$ cat src/rtl/poe_pkg.sv
package poe_pkg;

  localparam real PI_R = 3.14159265358979323846;

  typedef enum logic [1:0] {
    ST_IDLE = 2'd0,
    ST_DIV  = 2'd1,
    ST_OUT  = 2'd2
  } poe_state_e;

  // Sign and size relation of the captured operands
  typedef struct packed {
    logic neg_x;    // in-phase operand negative
    logic neg_y;    // quadrature operand negative
    logic y_major;  // |y| strictly larger than |x|
    logic eq;       // equal nonzero magnitudes
    logic zero;     // both operands zero
  } poe_octant_t;

  // Radians-to-degree gain in units of 2^-frac degree, rounded
  function automatic int lin_gain(input int frac);
    return int'((180.0 / PI_R) * (2.0 ** frac));
  endfunction

  // Arctangent sampled at the midpoint of bin idx out of 2^idx_w, degree units 2^-frac
  function automatic int atan_entry(input int idx, input int idx_w, input int frac);
    real r;
    r = (real'(idx) + 0.5) / (2.0 ** idx_w);
    return int'($atan(r) * (180.0 / PI_R) * (2.0 ** frac));
  endfunction

endpackage

$ cat src/rtl/poe_restoring_div.sv
module poe_restoring_div #(
  parameter int MAG_W = 24,
  parameter int Q_W   = 12
) (
  input  logic             clk,
  input  logic             rst_n,
  input  logic             load,
  input  logic [MAG_W-1:0] num,
  input  logic [MAG_W-1:0] den,
  output logic             done,
  output logic [Q_W-1:0]   quo
);

  localparam int CNT_W = $clog2(Q_W + 1);

  logic [MAG_W-1:0] rem_q;
  logic [MAG_W-1:0] den_q;
  logic [CNT_W-1:0] cnt_q;
  logic             run_q;

  logic [MAG_W:0]   rem_sh;
  logic             fits;
  logic [MAG_W:0]   rem_nx;

  // One restoring step: shift, trial subtract, keep or restore
  always_comb begin
    rem_sh = {rem_q, 1'b0};
    fits   = (rem_sh >= {1'b0, den_q});
    rem_nx = fits ? (rem_sh - {1'b0, den_q}) : rem_sh;
  end

  always_ff @(posedge clk or negedge rst_n) begin
    if (!rst_n) begin
      rem_q <= '0;
      den_q <= '0;
      cnt_q <= '0;
      run_q <= 1'b0;
      done  <= 1'b0;
      quo   <= '0;
    end else begin
      done <= 1'b0;
      if (load) begin
        rem_q <= num;
        den_q <= den;
        cnt_q <= CNT_W'(Q_W);
        run_q <= 1'b1;
        quo   <= '0;
      end else if (run_q) begin
        rem_q <= rem_nx[MAG_W-1:0];
        quo   <= {quo[Q_W-2:0], fits};
        cnt_q <= cnt_q - 1'b1;
        if (cnt_q == CNT_W'(1)) begin
          run_q <= 1'b0;
          done  <= 1'b1;
        end
      end
    end
  end

endmodule

$ cat src/rtl/poe_atan_fold.sv
module poe_atan_fold #(
  parameter int Q_W       = 12,
  parameter int IDX_W     = 6,
  parameter int LIN_SHIFT = 3,
  parameter int DEG_FRAC  = 6,
  parameter int OFF_W     = 13
) (
  input  logic [Q_W-1:0]   quo,
  input  logic             eq,
  output logic [OFF_W-1:0] offset
);

  localparam int LIN_K  = poe_pkg::lin_gain(DEG_FRAC);
  localparam int KW     = $clog2(LIN_K + 1);
  localparam int PW     = Q_W + KW + 1;
  localparam int HALF45 = 45 << DEG_FRAC;
  localparam int NLUT   = 2 ** IDX_W;

  logic [OFF_W-1:0] lut [NLUT];

  // Octant table, one entry per bin midpoint, computed at elaboration
  for (genvar g = 0; g < NLUT; g++) begin : g_lut
    localparam int ENTRY = poe_pkg::atan_entry(g, IDX_W, DEG_FRAC);
    assign lut[g] = OFF_W'(ENTRY);
  end

  logic             small_ratio;
  logic [PW-1:0]    lin_prod;
  logic [PW-1:0]    lin_rnd;
  logic [IDX_W-1:0] idx;

  always_comb begin
    small_ratio = (quo[Q_W-1 -: LIN_SHIFT] == '0);
    lin_prod    = PW'(quo) * PW'(LIN_K);
    lin_rnd     = (lin_prod + PW'(1 << (Q_W - 1))) >> Q_W;
    idx         = quo[Q_W-1 -: IDX_W];
    if (eq)               offset = OFF_W'(HALF45);
    else if (small_ratio) offset = OFF_W'(lin_rnd);
    else                  offset = lut[idx];
  end

endmodule

$ cat src/rtl/poe_quadrant.sv
module poe_quadrant
  import poe_pkg::*;
#(
  parameter int OFF_W    = 13,
  parameter int PH_W     = 16,
  parameter int DEG_FRAC = 6
) (
  input  logic [OFF_W-1:0] offset,
  input  poe_octant_t      oct,
  output logic [PH_W-1:0]  phase
);

  localparam logic [PH_W-1:0] D90  = PH_W'(90  << DEG_FRAC);
  localparam logic [PH_W-1:0] D180 = PH_W'(180 << DEG_FRAC);
  localparam logic [PH_W-1:0] D360 = PH_W'(360 << DEG_FRAC);

  // Unfold an octant offset into the full circle
  function automatic logic [PH_W-1:0] unfold(input logic [OFF_W-1:0] off,
                                             input poe_octant_t o);
    logic [PH_W-1:0] b;
    b = o.y_major ? (D90 - PH_W'(off)) : PH_W'(off);
    if (o.zero) return '0;
    case ({o.neg_x, o.neg_y})
      2'b00:   return b;
      2'b10:   return D180 - b;
      2'b11:   return D180 + b;
      default: return (b == '0) ? '0 : (D360 - b);
    endcase
  endfunction

  assign phase = unfold(offset, oct);

endmodule

$ cat src/rtl/phase_octant_eval.sv
module phase_octant_eval
  import poe_pkg::*;
#(
  parameter int IN_W      = 24,
  parameter int Q_W       = 12,
  parameter int IDX_W     = 6,
  parameter int LIN_SHIFT = 3,
  parameter int DEG_FRAC  = 6,
  parameter int PH_W      = 16
) (
  input  logic                   clk,
  input  logic                   rst_n,
  input  logic                   start_i,
  input  logic signed [IN_W-1:0] cos_acc_i,
  input  logic signed [IN_W-1:0] sin_acc_i,
  output logic                   phase_vld_o,
  output logic [PH_W-1:0]        phase_o,
  output logic                   nodir_o
);

  localparam int OFF_W = $clog2((90 << DEG_FRAC) + 1);

  function automatic logic [IN_W-1:0] mag_of(input logic [IN_W-1:0] v);
    return v[IN_W-1] ? (~v + 1'b1) : v;
  endfunction

  poe_state_e       state_q;
  poe_octant_t      oct_q;
  poe_octant_t      oct_in;
  logic [OFF_W-1:0] off_q;
  logic [OFF_W-1:0] off_nx;
  logic [PH_W-1:0]  phase_nx;
  logic [IN_W-1:0]  mag_x, mag_y, div_num, div_den;
  logic             div_done;
  logic [Q_W-1:0]   div_quo;

  // Named events for the checker
  logic start_acc;
  logic off_vld;
  logic out_fire;

  assign start_acc = start_i && (state_q == ST_IDLE);
  assign off_vld   = (state_q == ST_DIV) && div_done;
  assign out_fire  = (state_q == ST_OUT);

  always_comb begin
    mag_x          = mag_of(cos_acc_i);
    mag_y          = mag_of(sin_acc_i);
    oct_in.neg_x   = cos_acc_i[IN_W-1];
    oct_in.neg_y   = sin_acc_i[IN_W-1];
    oct_in.y_major = (mag_y > mag_x);
    oct_in.zero    = (mag_x == '0) && (mag_y == '0);
    oct_in.eq      = (mag_x == mag_y) && !oct_in.zero;
    div_num        = oct_in.y_major ? mag_x : mag_y;
    div_den        = oct_in.y_major ? mag_y : mag_x;
  end

  poe_restoring_div #(
    .MAG_W (IN_W),
    .Q_W   (Q_W)
  ) div_i (
    .clk   (clk),
    .rst_n (rst_n),
    .load  (start_acc),
    .num   (div_num),
    .den   (div_den),
    .done  (div_done),
    .quo   (div_quo)
  );

  poe_atan_fold #(
    .Q_W       (Q_W),
    .IDX_W     (IDX_W),
    .LIN_SHIFT (LIN_SHIFT),
    .DEG_FRAC  (DEG_FRAC),
    .OFF_W     (OFF_W)
  ) fold_i (
    .quo    (div_quo),
    .eq     (oct_q.eq),
    .offset (off_nx)
  );

  poe_quadrant #(
    .OFF_W    (OFF_W),
    .PH_W     (PH_W),
    .DEG_FRAC (DEG_FRAC)
  ) quad_i (
    .offset (off_q),
    .oct    (oct_q),
    .phase  (phase_nx)
  );

  always_ff @(posedge clk or negedge rst_n) begin
    if (!rst_n) begin
      state_q     <= ST_IDLE;
      oct_q       <= '0;
      off_q       <= '0;
      phase_vld_o <= 1'b0;
      phase_o     <= '0;
      nodir_o     <= 1'b0;
    end else begin
      phase_vld_o <= 1'b0;
      case (state_q)
        ST_IDLE: if (start_acc) begin
          oct_q   <= oct_in;
          state_q <= ST_DIV;
        end
        ST_DIV: if (off_vld) begin
          off_q   <= off_nx;
          state_q <= ST_OUT;
        end
        default: begin
          phase_o     <= phase_nx;
          nodir_o     <= oct_q.zero;
          phase_vld_o <= out_fire;
          state_q     <= ST_IDLE;
        end
      endcase
    end
  end

endmodule

$ cat config.mk
export PLATFORM = sky130hd
export DESIGN_NAME = phase_octant_eval
export DESIGN_NICKNAME = d
export VERILOG_FILES = /design/src/rtl/poe_pkg.sv /design/src/rtl/poe_restoring_div.sv /design/src/rtl/poe_atan_fold.sv /design/src/rtl/poe_quadrant.sv /design/src/rtl/phase_octant_eval.sv
export SDC_FILE = /design/constraint.sdc
export NUM_CORES = 1
export LEC_CHECK = 0
export CORE_UTILIZATION = 45
export CTS_CLUSTER_SIZE = 28
export DETAILED_ROUTE_END_ITERATION = 16
export PLACE_DENSITY = 0.65
export SKIP_CTS_REPAIR_TIMING = 1
export SYNTH_ARGS = -nofsm -noshare
export SYNTH_HDL_FRONTEND = slang
export SYNTH_SLANG_ARGS = --single-unit
$ cat constraint.sdc
create_clock -name clk -period 5.5 [get_ports clk]
set_clock_uncertainty 0.2 [all_clocks]
set_input_delay 1.375 -clock clk [delete_from_list [all_inputs] [get_ports clk]]
set_output_delay 1.375 -clock clk [all_outputs]
set_load 0.02 [all_outputs]
* Word level (Yosys, flattened, before mapping)
Memory sizes are Yosys's and may differ from the RTL's. Cells that the tools add are included.
Operators by class: add/subtract/negate cells 9, multipliers 1, magnitude comparators 3, equal/unequal tests 8, mux-type cells 31, bitwise gates (word level) 3, reductions and logical operators 16
Operators with widths (number):
- 24-bit two-way mux | 7
- 16-bit two-way mux | 4
- 13-bit two-way mux | 4
- 24-bit by 1-bit adder with 24-bit output (second input constant) | 2
- 24-bit logical NOT | 2
- 24-bit NOT | 2
- 16-bit one-hot mux with 3 select lines | 1
- 24-bit by 12-bit adder with 25-bit output (second input constant) | 1
- 25-bit by 24-bit >= comparator with 1-bit output | 1
- 24-bit == test | 1
- 24-bit greater-than comparator | 1
- 12-bit by 12-bit multiplier with 24-bit output (second input constant) | 1
- 12-bit two-way mux | 2
- 24-bit subtractor | 1
- 14-bit by 16-bit adder with 16-bit output (first input constant) | 1
- 16-bit logical NOT | 1
- 14-bit by 16-bit subtractor with 16-bit output (first input constant) | 1
- 15-bit by 16-bit subtractor with 16-bit output (first input constant) | 1
- 13-bit by 13-bit subtractor with 14-bit output (first input constant) | 1
- 1-bit two-way mux | 8
- 4-bit two-way mux | 2
- 7-bit >= comparator (second input constant) | 1
- 6-bit NOT with 7-bit output | 1
- 2-bit == test (second input constant) | 3
- 14 further kinds | 21
Word-level totals: bits in registers 104, bits in read-only memories 832, memories kept 1
Memories:
- (no name shown) | depth 64, width 13, rd ports 1, clocked after Yosys merged registers in 0, wr ports 0, RTL line poe_atan_fold.sv:39 | else offset = lut[idx];

* Depth between registers and ports, before layout
Gate-level depths: netlist of run 1.
word-level depth 7, gate-level depth with buffers 21, gate-level depth less buffers 19

* Hierarchy
A second synthesis of run 1 with hierarchy kept.
Unflattened totals: cells, all modules 1632, area total of the unflattened synthesis 13579.3 um^2
Modules (own cells, without submodules):
- poe_restoring_div | instances 1, cells each 503, area each 4379.2 um^2, seq. area each 1651.6 um^2
- poe_atan_fold | instances 1, cells each 509, area each 4186.5 um^2, seq. area each 0.0 um^2
- phase_octant_eval | instances 1, cells each 424, area each 3712.3 um^2, seq. area each 950.9 um^2
- poe_quadrant | instances 1, cells each 196, area each 1301.2 um^2, seq. area each 0.0 um^2

* Least setup slack after synthesis of run 1
Ideal clock, no wire load.
path kind input to register, start input port sin_acc_i[0], end register div_i.rem_q[8], arrival 5.547 ns, data required time 5.163 ns, slack -0.384 ns, cell stages on the path 20, buffers on the path 4, cell sequence inv_1 > ha_1 > or3b_1 > or4_1 > buf_2 > or2_4 > o21ai_1 > xor2_1 > inv_1 > ha_1 > nand4_1 > nor2_1 > nand4_1 > or4_1 > a21boi_0 > clkbuf_1 > clkbuf_1 > buf_1 > o311ai_0 > a21oi_1
On the way: word-level cells in the longest chain between the ends 6
Ends and longest elaborated chain:
- start, declared | RTL line phase_octant_eval.sv:15 | input logic signed [IN_W-1:0] sin_acc_i,
- 24-bit NOT | RTL line phase_octant_eval.sv:24 | return v[IN_W-1] ? (~v + 1'b1) : v;
- 24-bit by 1-bit adder with 24-bit output | RTL line phase_octant_eval.sv:24
- 24-bit two-way mux (*) | RTL line phase_octant_eval.sv:24
- 24-bit greater-than comparator | RTL line phase_octant_eval.sv:51 | oct_in.y_major = (mag_y > mag_x);
- 24-bit two-way mux (*) | RTL line phase_octant_eval.sv:54 | div_num = oct_in.y_major ? mag_x : mag_y;
- 24-bit two-way mux (*) | RTL line poe_restoring_div.sv:42 | if (load) begin
- end signal, assigned | RTL line poe_restoring_div.sv:43 | rem_q <= num;
- end signal, assigned | RTL line poe_restoring_div.sv:49 | rem_q <= rem_nx[MAG_W-1:0];
- end, declared | RTL line poe_restoring_div.sv:16 | logic [MAG_W-1:0] rem_q;
Every way passes the cells marked *; elsewhere a longest branch is shown, timed or not. A chain may end at the register's enable or synchronous reset.

* Worst setup path in the final report of run 1
start input port cos_acc_i[16], end register div_i.rem_q[10]
On the way: word-level cells in the longest chain between the ends 6
Ends and longest elaborated chain:
- start, declared | RTL line phase_octant_eval.sv:14 | input logic signed [IN_W-1:0] cos_acc_i,
- 24-bit NOT | RTL line phase_octant_eval.sv:24
- 24-bit by 1-bit adder with 24-bit output | RTL line phase_octant_eval.sv:24
- 24-bit two-way mux (*) | RTL line phase_octant_eval.sv:24
- 24-bit greater-than comparator (*) | RTL line phase_octant_eval.sv:51
- 24-bit two-way mux (*) | RTL line phase_octant_eval.sv:54
- 24-bit two-way mux (*) | RTL line poe_restoring_div.sv:42
Marks and branches as above.

==> run metrics, run 1 <==
DR pass1 iterations=6; area growth from synthesis to layout=24.4%; num rows=61; share of cells above drive strength 1=17.7%; Clock Path Buffers=2; first-pass GRT wire length=59.4 mm; Worst-Margin Slew=around 1.1 ns; # DRC=0; met2 routed WL=16.2 mm; post-detail-place hpwl=28.1 mm; final non-filler cell area=0.0161 mm^2; worst hold slack=0.273 ns; uppermost layer routed=met4; crit path launch type=input port; r2r worst-path depth=18; Crit Path Max Fanout=7; synthesized flop and latch total=104; Die Area=0.0295 mm^2; Slew Limit Headroom=a little under a quarter; max-cap violations=0; Met3 Wirelength=1.83 mm; CTS tree=built; # nets final=between 2,000 and 2,500; initial antenna violation count=0; IO Port Bufs=68; Ys Warns=0; post-route ant nets=0; Hold Fails Final Rpt=0; DR vias/cell=5.73; GRT Resource Usage Total=25.0%; Hold WC Path Type=reg2reg; final core occ=57.4%; required time worst endpoint=5.51 ns; sequential area share after synthesis=20.1%; Net Count, Synth=between 1,500 and 2,000; final wirelength=36.3 mm; Post-Syn Area=0.0130 mm^2; Syn Inst Count=between 1,500 and 2,000; CP Capture Type=flip-flop; kind of critical path=in2reg; WL met1=17.4 mm; clk_lat worst skew=0.36 ns; setup violators final=0; Post-synth EDFFs=0; Worst Hold Depth=1; final period utilization=98.9%; Num CTS Buffers=9; die height=172 um; Syn Area/Cell=8.06 um^2; Hold Crit Endpoint=state_q[0]; average wire per standard cell=16.7 um; top_reg_cell synth=dfrtp_1; die width=172 um; vias in the first global route=11,800; fmax=0.184 GHz; largest net degree at the start of global routing=49; Yosys cell types=78; Hold Path Origin=div_i.done; via count=12,500; Placeable Area=0.0281 mm^2; DP Area=0.0152 mm^2; Starting DRT DRC Count=between 1,000 and 1,500; routability cong.=roughly 0.93; FF-to-FF Start=div_i.quo[1]; H-Tree Depth=3; CTS Sinks=104; Antenna Cells=0; Overflow after GRT=0; Top Ports=69; Root Buffer=clkbuf_16; CP Data Arrival Time=around 5.4 ns; FF-to-FF End=off_q[10]; outcome=completed; Worst-path clk slew=around 0.08 ns; max-slew violation count=0; Starting Density=between 40% and 50%; R2R setup slack=0.17 ns; Async S/R FF share, synth=100%; Final Critical Period=5.44 ns
==> placed cells by master (no fill, tap or decap), types with 13 or more instances in the layout <==
master / netlist / layout
dfrtp_1: 104 / 102
o21ai_0: 106 / 100
dlymetal6s2s_1: 0 / 25
inv_1: 158 / 149
xnor2_1: 51 / 46
nor2_1: 120 / 120
or3_1: 23 / 17
buf_4: 0 / 187
o211ai_1: 18 / 18
fa_1: 40 / 39
xor2_1: 41 / 39
a211oi_1: 21 / 20
mux2i_1: 44 / 42
nor3_1: 38 / 37
nand2b_1: 14 / 13
nand4_1: 19 / 19
o31ai_1: 17 / 15
nand2_1: 111 / 110
a21o_1: 21 / 21
nand3_1: 36 / 36
clkdlybuf4s50_1: 0 / 42
a21oi_1: 104 / 101
ha_1: 160 / 154
o21a_1: 14 / 14
==> Yosys cell counts (36+ instances only) <==
cell      instances  area (um^2)
mux2i_1          44          440
xnor2_1          51          447
nor3_1           38          190
nand2_1         111          417
fa_1             40          801
inv_1           158          593
nor2_1          120          450
xor2_1           41          359
a21oi_1         104          521
o21ai_0         106          531
ha_1            160         2000
clkbuf_1         74          278
nand3_1          36          180
dfrtp_1         104         2600
==> flip-flops by register name, indices dropped and copies added, names as in the netlist, 2 cells and up <==
signal and flops:
div_i.cnt_q 4, phase_o 16, div_i.rem_q 24, div_i.quo 12
off_q 13, state_q 2, div_i.den_q 24, oct_q 5
==> worst max-delay path: stages <==
cell	delay [ns]
dlymetal6s2s_1	0.14
or4_4	0.54
or4_4	0.54
or3_4	0.43
nor4_4	0.23
inv_2	0.10
ha_4	0.28
nand4_1	0.13
nor2_1	0.15
nand4_1	0.14
or4_4	0.46
a21boi_4	0.21
buf_6	0.17
or2_4	0.22
a31oi_1	0.19
o311ai_1	0.13
==> routing by layer <==
layer / global-route usage [%] / up-vias
li1: - / 6158
met1: 35.8 / 5868
met2: 39.8 / 390
met3: 2.53 / 45
met4: 6.99 / 0
met5: 0 / -
==> per-stage QoR <==
step                setup slack [ns]  setup TNS (ns)  std cells
finish                        0.0630               0       2176
global route                 -0.0443          -0.240       2176
CTS                           -0.393          -11.86       2155
detailed placement            -0.764          -30.01       2139
global placement              -0.670          -25.48       2139
floorplan                    0.00285               0       1607
==> how the worst max path moves through the flow <==
stage,start,endpoint,slack (ns),depth (start not counted)
after global placement,cos_acc_i[16],div_i.rem_q[4],-0.67,16
after floorplan,sin_acc_i[1],div_i.rem_q[18],0.003,19
after detailed placement,cos_acc_i[16],div_i.rem_q[10],-0.76,16
after CTS,cos_acc_i[16],div_i.rem_q[10],-0.39,16
after global routing,div_i.quo[2],off_q[10],-0.04,18
final,cos_acc_i[16],div_i.rem_q[10],0.06,16
==> final cells by class <==
class                           count  area [um^2]
Clock buffer                       10          239
Clock inverter                      6         52.6
Fill cell                        2559        12000
Inverter                          162          613
Multi-Input combinational cell   1256         9920
Sequential cell                   104         2610
Tap cell                          378          473
Timing Repair Buffer              260         2210
==> kinds of logic (layout without fill, tap and decap cells) <==
kind of cell             count (synthesis)  after routing  synth area share [%]
AO/OA/AOI/OAI                          445            446                  22.7
XOR/XNOR                                92             92                  6.22
adder cells (fa/ha/maj)                200            200                  21.6
buffers and inverters                  248            438                  7.19
flip-flops                             104            104                  20.1
multiplexers                            51             51                  4.09
AND/OR/NAND/NOR                        467            467                  18.0
Power of run 1 is left out: the tool's default activity adds up to more than one toggle a clock period on the data nets, which glitch-free logic cannot reach.
==> run 2, diff against run 1 <==
--- a/config.mk
+++ b/config.mk
@@ -5,6 +5,7 @@
 export SDC_FILE = /design/constraint.sdc
 export NUM_CORES = 1
 export LEC_CHECK = 0
+export CORE_ASPECT_RATIO = 2
 export CORE_UTILIZATION = 45
 export CTS_CLUSTER_SIZE = 28
 export DETAILED_ROUTE_END_ITERATION = 16
==> run 2 against run 1 <==
Against the previous run: the flow now finishes with violations (setup timing); first-iteration DRC count shrank 33%; routed wire length grew 9.0%; non-clock buffer count grew 16; setup slack lost 0.15 ns; worst hold slack lost 0.0083 ns; register-to-register slack is essentially flat; critical path type unchanged; largest cell class unchanged; highest routed layer unchanged.
==> run metrics, run 2 (synthesis gave the netlist of run 1 again) <==
routability cong.=0.894 (-3.9%); post-route ant nets=0 (unchanged); Root Buffer=clkbuf_16; post-route worst setup slack=-0.0850 ns (-0.148 ns); H-Tree Depth=3 (unchanged); Placeable Area=0.0283 mm^2 (+0.77%); Overflow after GRT=0 (unchanged); Largest regs=div_i.den_q x24, div_i.rem_q x24, phase_o x16; Die Area=0.0295 mm^2 (+0.14%); largest net degree at the start of global routing=46 (-6.1%); outcome=finished with violations; fmax=0.179 GHz (-2.6%); most frequent cells in the layout=buf_4, ha_1, inv_1; Num CTS Buffers=9 (unchanged); DR vias/cell=5.88 (+2.6%); violated checks=setup timing; Setup TNS Final=-0.487 ns (-0.487 ns); initial antenna violation count=0 (unchanged); crit path launch type=input port; via count=12,800 (+2.4%); Antenna Cells=0 (unchanged); share of cells above drive strength 1=18.7% (+1.0 points); Clock Path Buffers=2 (unchanged); CTS tree=built; num rows=87 (+43%); final core occ=57.5% (+0.15 points); vias in the first global route=13,000 (+9.8%); most common cell after layout, fill and taps aside=buf_4; placed insts=2,142 (+0.14%); Final Critical Period=5.59 ns (+0.148 ns); setup violators final=13 (+13); final period utilization=102% (+2.7 points); final wirelength=39.6 mm (+9.0%); R2R setup slack=0.16 ns (about the same); # nets final=2,060 (+0.78%); # DRC=0 (unchanged); Crit Path Max Fanout=6 (-1); max-slew violation count=0 (unchanged); Starting DRT DRC Count=688 (-33%); kind of critical path=in2reg; area growth from synthesis to layout=25.7%; RSZ-0062 raised after global routing=true; CP Capture Type=flip-flop; max-cap violations=0 (unchanged); Hold WC Path Type=reg2reg; die width=122 um (-29%); average wire per standard cell=18.2 um (+9.3%); Starting Density=45.8% (-0.35 points); clk_lat worst skew=0.38 ns (+0.02 ns); CP Data Arrival Time=5.65 ns (+0.21 ns); Hold Fails Final Rpt=0 (unchanged); Worst-path clk slew=0.08 ns (about the same); die height=242 um (+41%); non-filler instance count after layout=2,170 (-0.28%); GRT Resource Usage Total=26.8% (+1.8 points); # fillers=2,650 (+3.6%); CTS Sinks=104 (unchanged); IO Port Bufs=68 (unchanged); post-detail-place hpwl=31.4 mm (+12%); first-pass GRT wire length=62.5 mm (+5.2%); required time worst endpoint=5.56 ns (+0.05 ns); Slew Limit Headroom=26.2% (+3.4 points); Top Ports=69 (unchanged); DR pass1 iterations=5 (-1); Worst-Margin Slew=1.09 ns (-0.0356 ns)
## run 2: cell types whose count changed in the layout (fill, tap and decap cells not counted), sizes merged
cell	change
clkinv	+2
buf	+13
clkinvlp	-2
clkdlybuf4s50	+1
clkbuf	+5
dlymetal6s2s	-4
inv	+1
## run 2: metrics by stage
step	hold WS [ns]	instance area [um^2]	setup slack, ns
final	0.264	16300	-0.0850
after global routing	0.307	16300	-0.233
after CTS	0.274	15700	-0.962
after detailed placement	0.265	15300	-1.37
after global placement	0.256	15300	-1.38
after floorplan	0.229	13100	0.00285
## run 2: worst max-delay path: stages
cell            delay [ns]
dlymetal6s2s_1        0.13
or4_4                 0.55
or4_4                 0.54
or2_4                 0.32
o21ai_2               0.15
xor2_1                0.24
inv_1                 0.13
ha_4                  0.29
nand4_1               0.14
nor2_1                0.14
nand4_1               0.19
or4_4                 0.52
a21boi_4              0.20
buf_12                0.18
mux2i_2               0.18
o21ai_1               0.08
a311o_1               0.29
## run 2: layout make-up
cell class | instances | area (um^2) | share of cell area (%)
Clock buffer | 9 | 225 | 1.38
Timing Repair Buffer | 276 | 2400 | 14.7
Inverter | 162 | 616 | 3.78
Sequential cell | 104 | 2600 | 16.0
Clock inverter | 7 | 81.3 | 0.499
Tap cell | 356 | 445 | 2.74
Multi-Input combinational cell | 1256 | 9910 | 60.9
## run 2: worst paths after layout
| kind | start | to | cells after the start |
|---|---|---|---|
| max in group asynchronous | rst_n | div_i.quo[2] | 2 |
| hold reg to reg | div_i.done | state_q[0] | 1 |
| setup reg to reg | div_i.quo[2] | off_q[10] | 18 |
| setup / recovery | sin_acc_i[5] | div_i.rem_q[3] | 17 |
| min in group asynchronous | rst_n | div_i.den_q[1] | 1 |
| hold / removal | div_i.done | state_q[0] | 1 |
## run 2: layer usage
| metal | share of wire [%] | track usage [%] |
|---|---|---|
| met1 | 35 | 25.3 |
| met2 | 56 | 52.1 |
| met3 | 2.4 | 2.75 |
| met4 | 7.1 | 17.7 |
| met5 | 0 | 0 |
Power of run 2 is left out for the same reason.
==> run 3, diff against run 2 <==
--- a/config.mk
+++ b/config.mk
@@ -7,7 +7,7 @@
 export LEC_CHECK = 0
 export CORE_ASPECT_RATIO = 2
 export CORE_UTILIZATION = 45
-export CTS_CLUSTER_SIZE = 28
+export CTS_CLUSTER_SIZE = 25
 export DETAILED_ROUTE_END_ITERATION = 16
 export PLACE_DENSITY = 0.65
 export SKIP_CTS_REPAIR_TIMING = 1
==> results of run 3 <==
No change in the layout: final DEF, timing and power equal those of run 2.
Power of run 3 is left out for the same reason.
